### config.mk
export PLATFORM = sky130hd
export DESIGN_NAME = dbg_freeze_ctrl
export DESIGN_NICKNAME = d
export VERILOG_FILES = /design/src/rtl/dfc_pkg.sv /design/src/rtl/dfc_regs.sv /design/src/rtl/dfc_halt_route.sv /design/src/rtl/dfc_freeze_merge.sv /design/src/rtl/dbg_freeze_ctrl.sv
export SDC_FILE = /design/constraint.sdc
export NUM_CORES = 1
export LEC_CHECK = 0
export BUFFER_PORTS_ARGS = -buffer_cell sky130_fd_sc_hd__clkbuf_2
export CAP_MARGIN = 20
export CORE_ASPECT_RATIO = 1.75
export CORE_MARGIN = 5
export CORE_UTILIZATION = 40
export DETAILED_ROUTE_END_ITERATION = 8
export GPL_ROUTABILITY_DRIVEN = 0
export MAX_ROUTING_LAYER = met4
export PLACE_DENSITY = 0.76
export SLEW_MARGIN = 10
export SYNTH_ARGS = -nofsm -noshare
export SYNTH_HDL_FRONTEND = slang
export SYNTH_SLANG_ARGS = --single-unit
### constraint.sdc
create_clock -name clk -period 5.3 [get_ports clk]
set_input_delay 1.59 -clock clk [delete_from_list [all_inputs] [get_ports clk]]
set_output_delay 1.59 -clock clk [all_outputs]
set_load 0.02 [all_outputs]
### src/rtl/dfc_pkg.sv
package dfc_pkg;
    parameter int unsigned DATA_W = 32;
    parameter int unsigned ADDR_W = 5;
    parameter int unsigned N_FRZ  = 11;

    localparam int unsigned WDOG_BIT = 3;

    localparam logic [ADDR_W-1:0] OFF_SET  = ADDR_W'(8'h00);
    localparam logic [ADDR_W-1:0] OFF_CLR  = ADDR_W'(8'h04);
    localparam logic [ADDR_W-1:0] OFF_DBG  = ADDR_W'(8'h08);
    localparam logic [ADDR_W-1:0] OFF_STAT = ADDR_W'(8'h0C);
    localparam logic [ADDR_W-1:0] OFF_CTRL = ADDR_W'(8'h10);

    localparam int unsigned DB_SYS_FEN = 0;
    localparam int unsigned DB_AUX_FEN = 1;
    localparam int unsigned DB_R_M2A   = 2;
    localparam int unsigned DB_R_A2M   = 3;
    localparam int unsigned DB_SYS_H   = 4;
    localparam int unsigned DB_AUX_H   = 5;
    localparam int unsigned DB_STALL   = 6;
    localparam int unsigned DB_PULSE   = 7;

    typedef enum logic {
        HALT_IDLE = 1'b0,
        HALT_HELD = 1'b1
    } halt_st_e;
endpackage

### src/rtl/dfc_regs.sv
module dfc_regs
    import dfc_pkg::*;
(
    input  logic              clk,
    input  logic              rst_n,
    input  logic              wr_en,
    input  logic [ADDR_W-1:0] addr,
    input  logic [DATA_W-1:0] wdata,
    input  logic              sys_halt,
    input  logic              aux_halt,
    output logic [N_FRZ-1:0]  sw_frz,
    output logic              sys_fen,
    output logic              aux_fen,
    output logic              route_m2a,
    output logic              route_a2m,
    output logic              stall,
    output logic              pulse_mode,
    output logic              cal,
    output logic              byp,
    output logic [DATA_W-1:0] rdata
);
    logic [N_FRZ-1:0] frz_q;
    logic sys_fen_q, aux_fen_q, m2a_q, a2m_q, stall_q, pulse_q, cal_q, byp_q;
    logic unused_wdata;
    assign unused_wdata = ^wdata[DATA_W-1:N_FRZ];

    always_ff @(posedge clk or negedge rst_n) begin
        if (!rst_n) begin
            frz_q     <= '0;
            sys_fen_q <= 1'b1;
            aux_fen_q <= 1'b0;
            m2a_q     <= 1'b0;
            a2m_q     <= 1'b0;
            stall_q   <= 1'b0;
            pulse_q   <= 1'b0;
            cal_q     <= 1'b0;
            byp_q     <= 1'b0;
        end else if (wr_en) begin
            case (addr)
                OFF_SET:  frz_q <= frz_q | wdata[N_FRZ-1:0];
                OFF_CLR:  frz_q <= frz_q & ~wdata[N_FRZ-1:0];
                OFF_DBG: begin
                    sys_fen_q <= wdata[DB_SYS_FEN];
                    aux_fen_q <= wdata[DB_AUX_FEN];
                    m2a_q     <= wdata[DB_R_M2A];
                    a2m_q     <= wdata[DB_R_A2M];
                    stall_q   <= wdata[DB_STALL];
                    pulse_q   <= wdata[DB_PULSE];
                end
                OFF_STAT: cal_q <= wdata[0];
                OFF_CTRL: byp_q <= wdata[0];
                default: ;
            endcase
        end
    end

    always_comb begin
        rdata = '0;
        case (addr)
            OFF_SET, OFF_CLR: rdata[N_FRZ-1:0] = frz_q;
            OFF_DBG: begin
                rdata[DB_SYS_FEN] = sys_fen_q;
                rdata[DB_AUX_FEN] = aux_fen_q;
                rdata[DB_R_M2A]   = m2a_q;
                rdata[DB_R_A2M]   = a2m_q;
                rdata[DB_SYS_H]   = sys_halt;
                rdata[DB_AUX_H]   = aux_halt;
                rdata[DB_STALL]   = stall_q;
                rdata[DB_PULSE]   = pulse_q;
            end
            OFF_STAT: rdata[0] = cal_q;
            OFF_CTRL: rdata[0] = byp_q;
            default: ;
        endcase
    end

    assign sw_frz     = frz_q;
    assign sys_fen    = sys_fen_q;
    assign aux_fen    = aux_fen_q;
    assign route_m2a  = m2a_q;
    assign route_a2m  = a2m_q;
    assign stall      = stall_q;
    assign pulse_mode = pulse_q;
    assign cal        = cal_q;
    assign byp        = byp_q;


    set_bits_chk: assert property (@(posedge clk) disable iff (!rst_n)
        (wr_en && addr == OFF_SET) |=>
        ((frz_q & $past(wdata[N_FRZ-1:0])) == $past(wdata[N_FRZ-1:0])));

    clr_bits_chk: assert property (@(posedge clk) disable iff (!rst_n)
        (wr_en && addr == OFF_CLR) |=> ((frz_q & $past(wdata[N_FRZ-1:0])) == '0));

    frz_hold_chk: assert property (@(posedge clk) disable iff (!rst_n)
        !wr_en |=> $stable(frz_q));

    stall_wr_chk: assert property (@(posedge clk) disable iff (!rst_n)
        (wr_en && addr == OFF_DBG) |=> (stall == $past(wdata[DB_STALL])));
endmodule

### src/rtl/dfc_halt_route.sv
module dfc_halt_route
    import dfc_pkg::*;
(
    input  logic clk,
    input  logic rst_n,
    input  logic src,
    input  logic enable,
    input  logic pulse_mode,
    output logic req
);
    halt_st_e state_q, state_d;

    always_ff @(posedge clk or negedge rst_n) begin
        if (!rst_n) state_q <= HALT_IDLE;
        else        state_q <= state_d;
    end

    always_comb begin
        state_d = state_q;
        unique case (state_q)
            HALT_IDLE: if (src)  state_d = HALT_HELD;
            HALT_HELD: if (!src) state_d = HALT_IDLE;
        endcase
    end

    always_comb begin
        req = 1'b0;
        if (enable) begin
            if (pulse_mode) req = src && (state_q == HALT_IDLE);
            else            req = src;
        end
    end


    pulse_once_chk: assert property (@(posedge clk) disable iff (!rst_n)
        (pulse_mode && req && src) |=> !(pulse_mode && req));

    pulse_edge_chk: assert property (@(posedge clk) disable iff (!rst_n)
        (pulse_mode && enable && $rose(src)) |-> req);
endmodule

### src/rtl/dfc_freeze_merge.sv
module dfc_freeze_merge
    import dfc_pkg::*;
(
    input  logic [N_FRZ-1:0] sw_frz,
    input  logic             sys_halt,
    input  logic             aux_halt,
    input  logic             sys_fen,
    input  logic             aux_fen,
    input  logic             nmi_mode,
    output logic [N_FRZ-1:0] frz
);
    logic sys_all, aux_all;
    assign sys_all = sys_halt && sys_fen;
    assign aux_all = aux_halt && aux_fen;

    for (genvar i = 0; i < N_FRZ; i++) begin : g_tgt
        if (i == WDOG_BIT) begin : g_wdog
            assign frz[i] = sys_halt || (!nmi_mode && (sw_frz[i] || aux_all));
        end else begin : g_plain
            assign frz[i] = sw_frz[i] || sys_all || aux_all;
        end
    end
endmodule

### src/rtl/dbg_freeze_ctrl.sv
module dbg_freeze_ctrl
    import dfc_pkg::*;
(
    input  logic              clk,
    input  logic              rst_n,
    input  logic              wr_en,
    input  logic [ADDR_W-1:0] addr,
    input  logic [DATA_W-1:0] wdata,
    output logic [DATA_W-1:0] rdata,
    input  logic              sys_dbg_halt,
    input  logic              aux_dbg_halt,
    input  logic              nmi_rst_mode,
    output logic [N_FRZ-1:0]  frz,
    output logic              halt_req_aux,
    output logic              halt_req_main,
    output logic              core_stall,
    output logic              cal_flag,
    output logic              bridge_skip
);
    logic [N_FRZ-1:0] sw_frz;
    logic sys_fen, aux_fen, route_m2a, route_a2m, pulse_mode;

    dfc_regs u_regs (
        .clk(clk), .rst_n(rst_n), .wr_en(wr_en), .addr(addr), .wdata(wdata),
        .sys_halt(sys_dbg_halt), .aux_halt(aux_dbg_halt),
        .sw_frz(sw_frz), .sys_fen(sys_fen), .aux_fen(aux_fen),
        .route_m2a(route_m2a), .route_a2m(route_a2m), .stall(core_stall),
        .pulse_mode(pulse_mode), .cal(cal_flag), .byp(bridge_skip), .rdata(rdata)
    );

    dfc_freeze_merge u_merge (
        .sw_frz(sw_frz), .sys_halt(sys_dbg_halt), .aux_halt(aux_dbg_halt),
        .sys_fen(sys_fen), .aux_fen(aux_fen), .nmi_mode(nmi_rst_mode), .frz(frz)
    );

    dfc_halt_route u_m2a (
        .clk(clk), .rst_n(rst_n), .src(sys_dbg_halt), .enable(route_m2a),
        .pulse_mode(pulse_mode), .req(halt_req_aux)
    );

    dfc_halt_route u_a2m (
        .clk(clk), .rst_n(rst_n), .src(aux_dbg_halt), .enable(route_a2m),
        .pulse_mode(pulse_mode), .req(halt_req_main)
    );


    wdog_halt_chk: assert property (@(posedge clk) disable iff (!rst_n)
        sys_dbg_halt |-> frz[WDOG_BIT]);

    all_frz_chk: assert property (@(posedge clk) disable iff (!rst_n)
        (sys_dbg_halt && rdata[DB_SYS_FEN] && addr == OFF_DBG) |-> (&frz));

    route_off_chk: assert property (@(posedge clk) disable iff (!rst_n)
        !route_m2a |-> !halt_req_aux);
endmodule

[Word-level counts from Yosys, hierarchy flattened]
Index checks and enable logic that the tools add are counted.
Word-level totals
  register bits: 21
  output and inout bits: 48
  word-level logic and storage cells: 65
Operators by class
  eq/ne operators: 4
  mux-type cells: 10
  bitwise operators: 5
  reduce and logical (&&, ||, !) cells: 35
Operators by type and width (number)
  logical OR 1 bit: 22
  one-hot mux 11 bit (2 select lines): 1
  one-hot mux 7 bit (2 select lines): 1
  AND 11 bit: 1
  inverter 11 bit: 1
  OR 11 bit: 1
  == test 5 x 4 -> 1 bit (second input constant): 2
  AND reduction 2 bit: 4
  two-way mux 1 bit: 6
  == test 5 x 3 -> 1 bit (second input constant): 1
  == test 5 bit (second input constant): 1
  logical AND 1 bit: 5
  logical NOT 5 bit: 1
  one-hot mux 1 bit (4 select lines): 1
  two-way mux 3 bit: 1
  inverter 1 bit: 2
  nonzero test 2 bit: 1
  OR reduction 2 bit: 1
  logical NOT 1 bit: 1

[Depth between registers and ports, before layout]
  word-level depth: 4
  gate-level depth with buffers: 5
  mapped depth without buffers: 3

[Cells and area by module]
A second synthesis with hierarchy kept.
Second synthesis, totals
  cells, all modules: 141
  area total of the unflattened synthesis: 1355.0 µm²
Modules (own cells, without submodules)
  dfc_regs: instances 1, cells each 122, area each 1183.6 µm²
  dfc_freeze_merge: instances 1, cells each 13, area each 96.3 µm²
  dfc_halt_route: instances 2, cells each 3, area each 37.5 µm²

[Worst setup path after synthesis]
OpenSTA, ideal clock, no wires.
  path kind: in2out
  from: input port addr[2]
  to: output port rdata[1]
  data arrival time: 2.445 ns
  slack: 1.265 ns
  stages: 5
  buffers on the path: 2
  cell sequence: clkbuf_2 nor3b_2 and2_2 buf_2 a22o_1
Between the ends
  cells in the longest elaborated chain, start to end: 3
  elaborated cells on any way between the ends: 5
Ends and longest elaborated chain
  from (decl): line dbg_freeze_ctrl.sv:7  | input logic [ADDR_W-1:0] addr,
  == test 5 x 3 -> 1 bit / logical NOT 5 bit (equally long branches): line dfc_regs.sv:59  | case (addr)
  OR reduction 2 bit: line dfc_regs.sv:59
  one-hot mux 7 bit (2 select lines) *: line dfc_regs.sv:59
  to (decl): line dbg_freeze_ctrl.sv:9  | output logic [DATA_W-1:0] rdata,
Mark *: on every way between the ends. The rest lies on a longest branch, timed or not.

[Worst setup path after layout]
  from: input port addr[2]
  to: output port rdata[0]
Between the ends
  cells in the longest elaborated chain, start to end: 3
  elaborated cells on any way between the ends: 7
Ends and longest elaborated chain (line)
  == test 5 x 3 -> 1 bit / logical NOT 5 bit (equally long branches): dfc_regs.sv:59
  OR reduction 2 bit: dfc_regs.sv:59
  one-hot mux 1 bit (4 select lines) *: dfc_regs.sv:59
Marks and branches as above.

==> results.yml <==
flow_run:
  maxCapViolCount: 0
setup_path:
  cp_common_cell: "clkbuf_2"
  crit_path_top_delay_cell: "a2111oi_0"
  reg2regPathDepth: 1
  cp_max_fo: 15
  crit_chain: "clkbuf_2, mux2i_1, a2111oi_0, a31o_2, clkbuf_2"
  crit_family: "compound AO/OA/AOI/OAI gates"
  cp-end-kind: "primary output"
  worst-path-buf-inv: 2
  crit_cells: 5
  critPathMaxStageDelay_ps: 450
  cp-start-kind: "input port"
  worst-endpoint-required_ps: 3710
  arrival_ps: 2780
  worstSetupPathType: "input port to primary output"
grt:
  grt_pass1_vias: 1078
  grt_pass1_wl_um: 4890
  grt_usage_pct: 14.4
  grt-ovfl-total: 0
  grt_max_degree: 22
  antenna_found_initial: 0
yosys:
  synth-seq-area-share_pct: 41.1
  synth_enable_flop_cells: 0
  synth_cells: 131
  synth_flop_cell: "dfrtp_1"
  ys_types: 27
  synth_area_mm2: 0.00128
  yosys-top-cells-area: "dfrtp_1, buf_4, mux2i_1"
  synthArstFlopShare_pct: 100
  synth_seq_cells: 21
  synth_warnings: 0
  synth_area_per_cell_um2: 9.78
  synth_top_area_cell: "dfrtp_1"
  yosysTopAreaCellShare_pct: 39.1
power:
  p_int_uw: 295
  swShare_pct: 36.8
  p_leak_nw: 0.878
  p_seq_share_pct: 45.3
  switchingPower_uw: 172
  clockPowerShare_pct: 23.1
  ir_worst_vdd_uv: 255
  power_density_mw_per_mm2: 304
  comb_power_share_pct: 31.6
  p_total_uw: 466
clock_network:
  cts_root_buf: "clkbuf_8"
  h-tree-depth: 1
  cts_tree: "done"
  hold_buffers: 0
  cts_resized: 0
  cts_made_buffers: 3
  numClockSinks: 21
  post-cts-setup-buffers: 0
  insertion_delay_ps: 260
  cts_max_path_buffers: 2
  clk_pin_slew_ps: 80
die:
  start_util_pct: 41.2
  die_area_mm2: 0.00448
  design.core.area_mm2: 0.00311
  rows: 27
  io_pins: 91
  die_x_um: 52.8
  die_h_um: 84.9
timing:
  tns_ps: 0
  final-setup-viol-count: 0
  rsz0062_at_grt: "false"
  finalClockSkew_ps: 0
  drv_slew: 0
  fin_ws_ps: 930
  slew_headroom_pct: 45.2
  min_period_ps: 4370
  worstMarginPinSlew_ps: 819
  final-hold-violation-count: 0
  min_period_over_period_pct: 82.5
  fmax_mhz: 229
  fin_hold_ws_ps: 537
drt:
  viasPerCell: 4.73
  final_antenna_net_count: 0
  drc: 0
  dr.pass1.iters: 4
  routedWlPerCell_um: 13.6
  drtIter0Drc: 43
  dr_total_vias: 1050
  wirelength_um: 3020
placement:
  dpl_cell_area_mm2: 0.00148
  place_ws_ps: 920
  placed_cells: 218
  dpl.hpwl_um: 2480
  portBuffers: 48
finish:
  nNetsFinal: 223
  fin_util_pct: 49.3
  insertedDiodeCount: 0
  drive_gt1_share_pct: 38.5
  syn2layout_area_growth_pct: 19.6
  layout.cells.non_filler: 222
  design_area_mm2: 0.00153
status:
  status: "complete, no violations"
hold_path:
  worstHoldPathCells: 1
  hold_class: "flip-flop to flip-flop"
layer usage:
metal  global-route usage, %  up-vias  wire length [um]
met5                       -        -                 0
met4                    2.79        0                 0
met3                    2.46        0               288
met2                    24.4       60              1540
met1                    17.7      487              1200
li1                        -      503                 -
power groups by stage:
| stage | sequential (mW) | clock [mW] | combinational, mW |
|---|---|---|---|
| 6_report | 0.211 | 0.108 | 0.147 |
| 3_5_place_dp | 0.214 | 0 | 0.149 |
| 4_1_cts | 0.211 | 0.111 | 0.149 |
| 2_1_floorplan | 0.213 | 0 | 0.105 |
| 3_3_place_gp | 0.213 | 0 | 0.147 |
| 5_1_grt | 0.215 | 0.118 | 0.162 |
cell type report:
| cell class | count | area (um^2) |
|---|---|---|
| clock buffers | 3 | 41.3 |
| well taps | 43 | 53.8 |
| repair buffers | 50 | 255 |
| fillers | 311 | 1580 |
| flip-flops and latches | 21 | 527 |
| inverters | 11 | 41.3 |
| multi-input cells | 93 | 607 |
| clock inverters | 1 | 7.51 |
cells in the mapped netlist, types with 2 or more instances:
cell,n
nand3_1,11
a21oi_1,3
and3_1,3
nand2_1,13
buf_2,3
nor2_1,3
nor3b_2,2
mux2_2,8
mux2i_1,12
buf_4,21
inv_1,11
dfrtp_1,20
a22o_1,7
cells in the final DEF, fill, tap and decap left out:
cell and count:
a2111oi_0 1, a21oi_1 3, a22o_1 7, a22oi_1 1, a31o_2 1, and2_2 1, and3_1 3, buf_4 2
clkbuf_2 48, clkbuf_8 3, clkinvlp_4 1, conb_1 21, dfrtp_1 20, dfstp_2 1, inv_1 11, mux2_2 8
mux2i_1 12, nand2_1 13, nand3_1 11, nand3_2 1, nand4b_1 1, nor2_1 3, nor3_2 1, nor3b_1 1
nor3b_2 2, o21bai_1 1, or2_1 1
logic make-up (layout without fill, tap and decap cells):
kind of cell	Yosys count	count (layout)	share of synthesized area (%)
compound gates	14	14	8.50
buf+inv	37	65	17.4
flops	21	21	41.1
mux	20	20	16.4
other cells	1	21	0.293
simple gates	38	38	16.3
final timing paths:
| kind | from | to | slack (ps) |
|---|---|---|---|
| worst min-delay path | u_regs.cal | u_regs.cal | 540 |
| min in group asynchronous | rst_n | async pin | 1280 |
| worst max register to register | u_regs.aux_fen | u_regs.aux_fen | 4490 |
| worst min register to register | u_regs.cal | u_regs.cal | 540 |
| worst max-delay path | addr[2] | rdata[0] | 930 |
| max in group asynchronous | rst_n | u_regs.sys_fen | 3650 |
(Power assumes the default switching activity.)
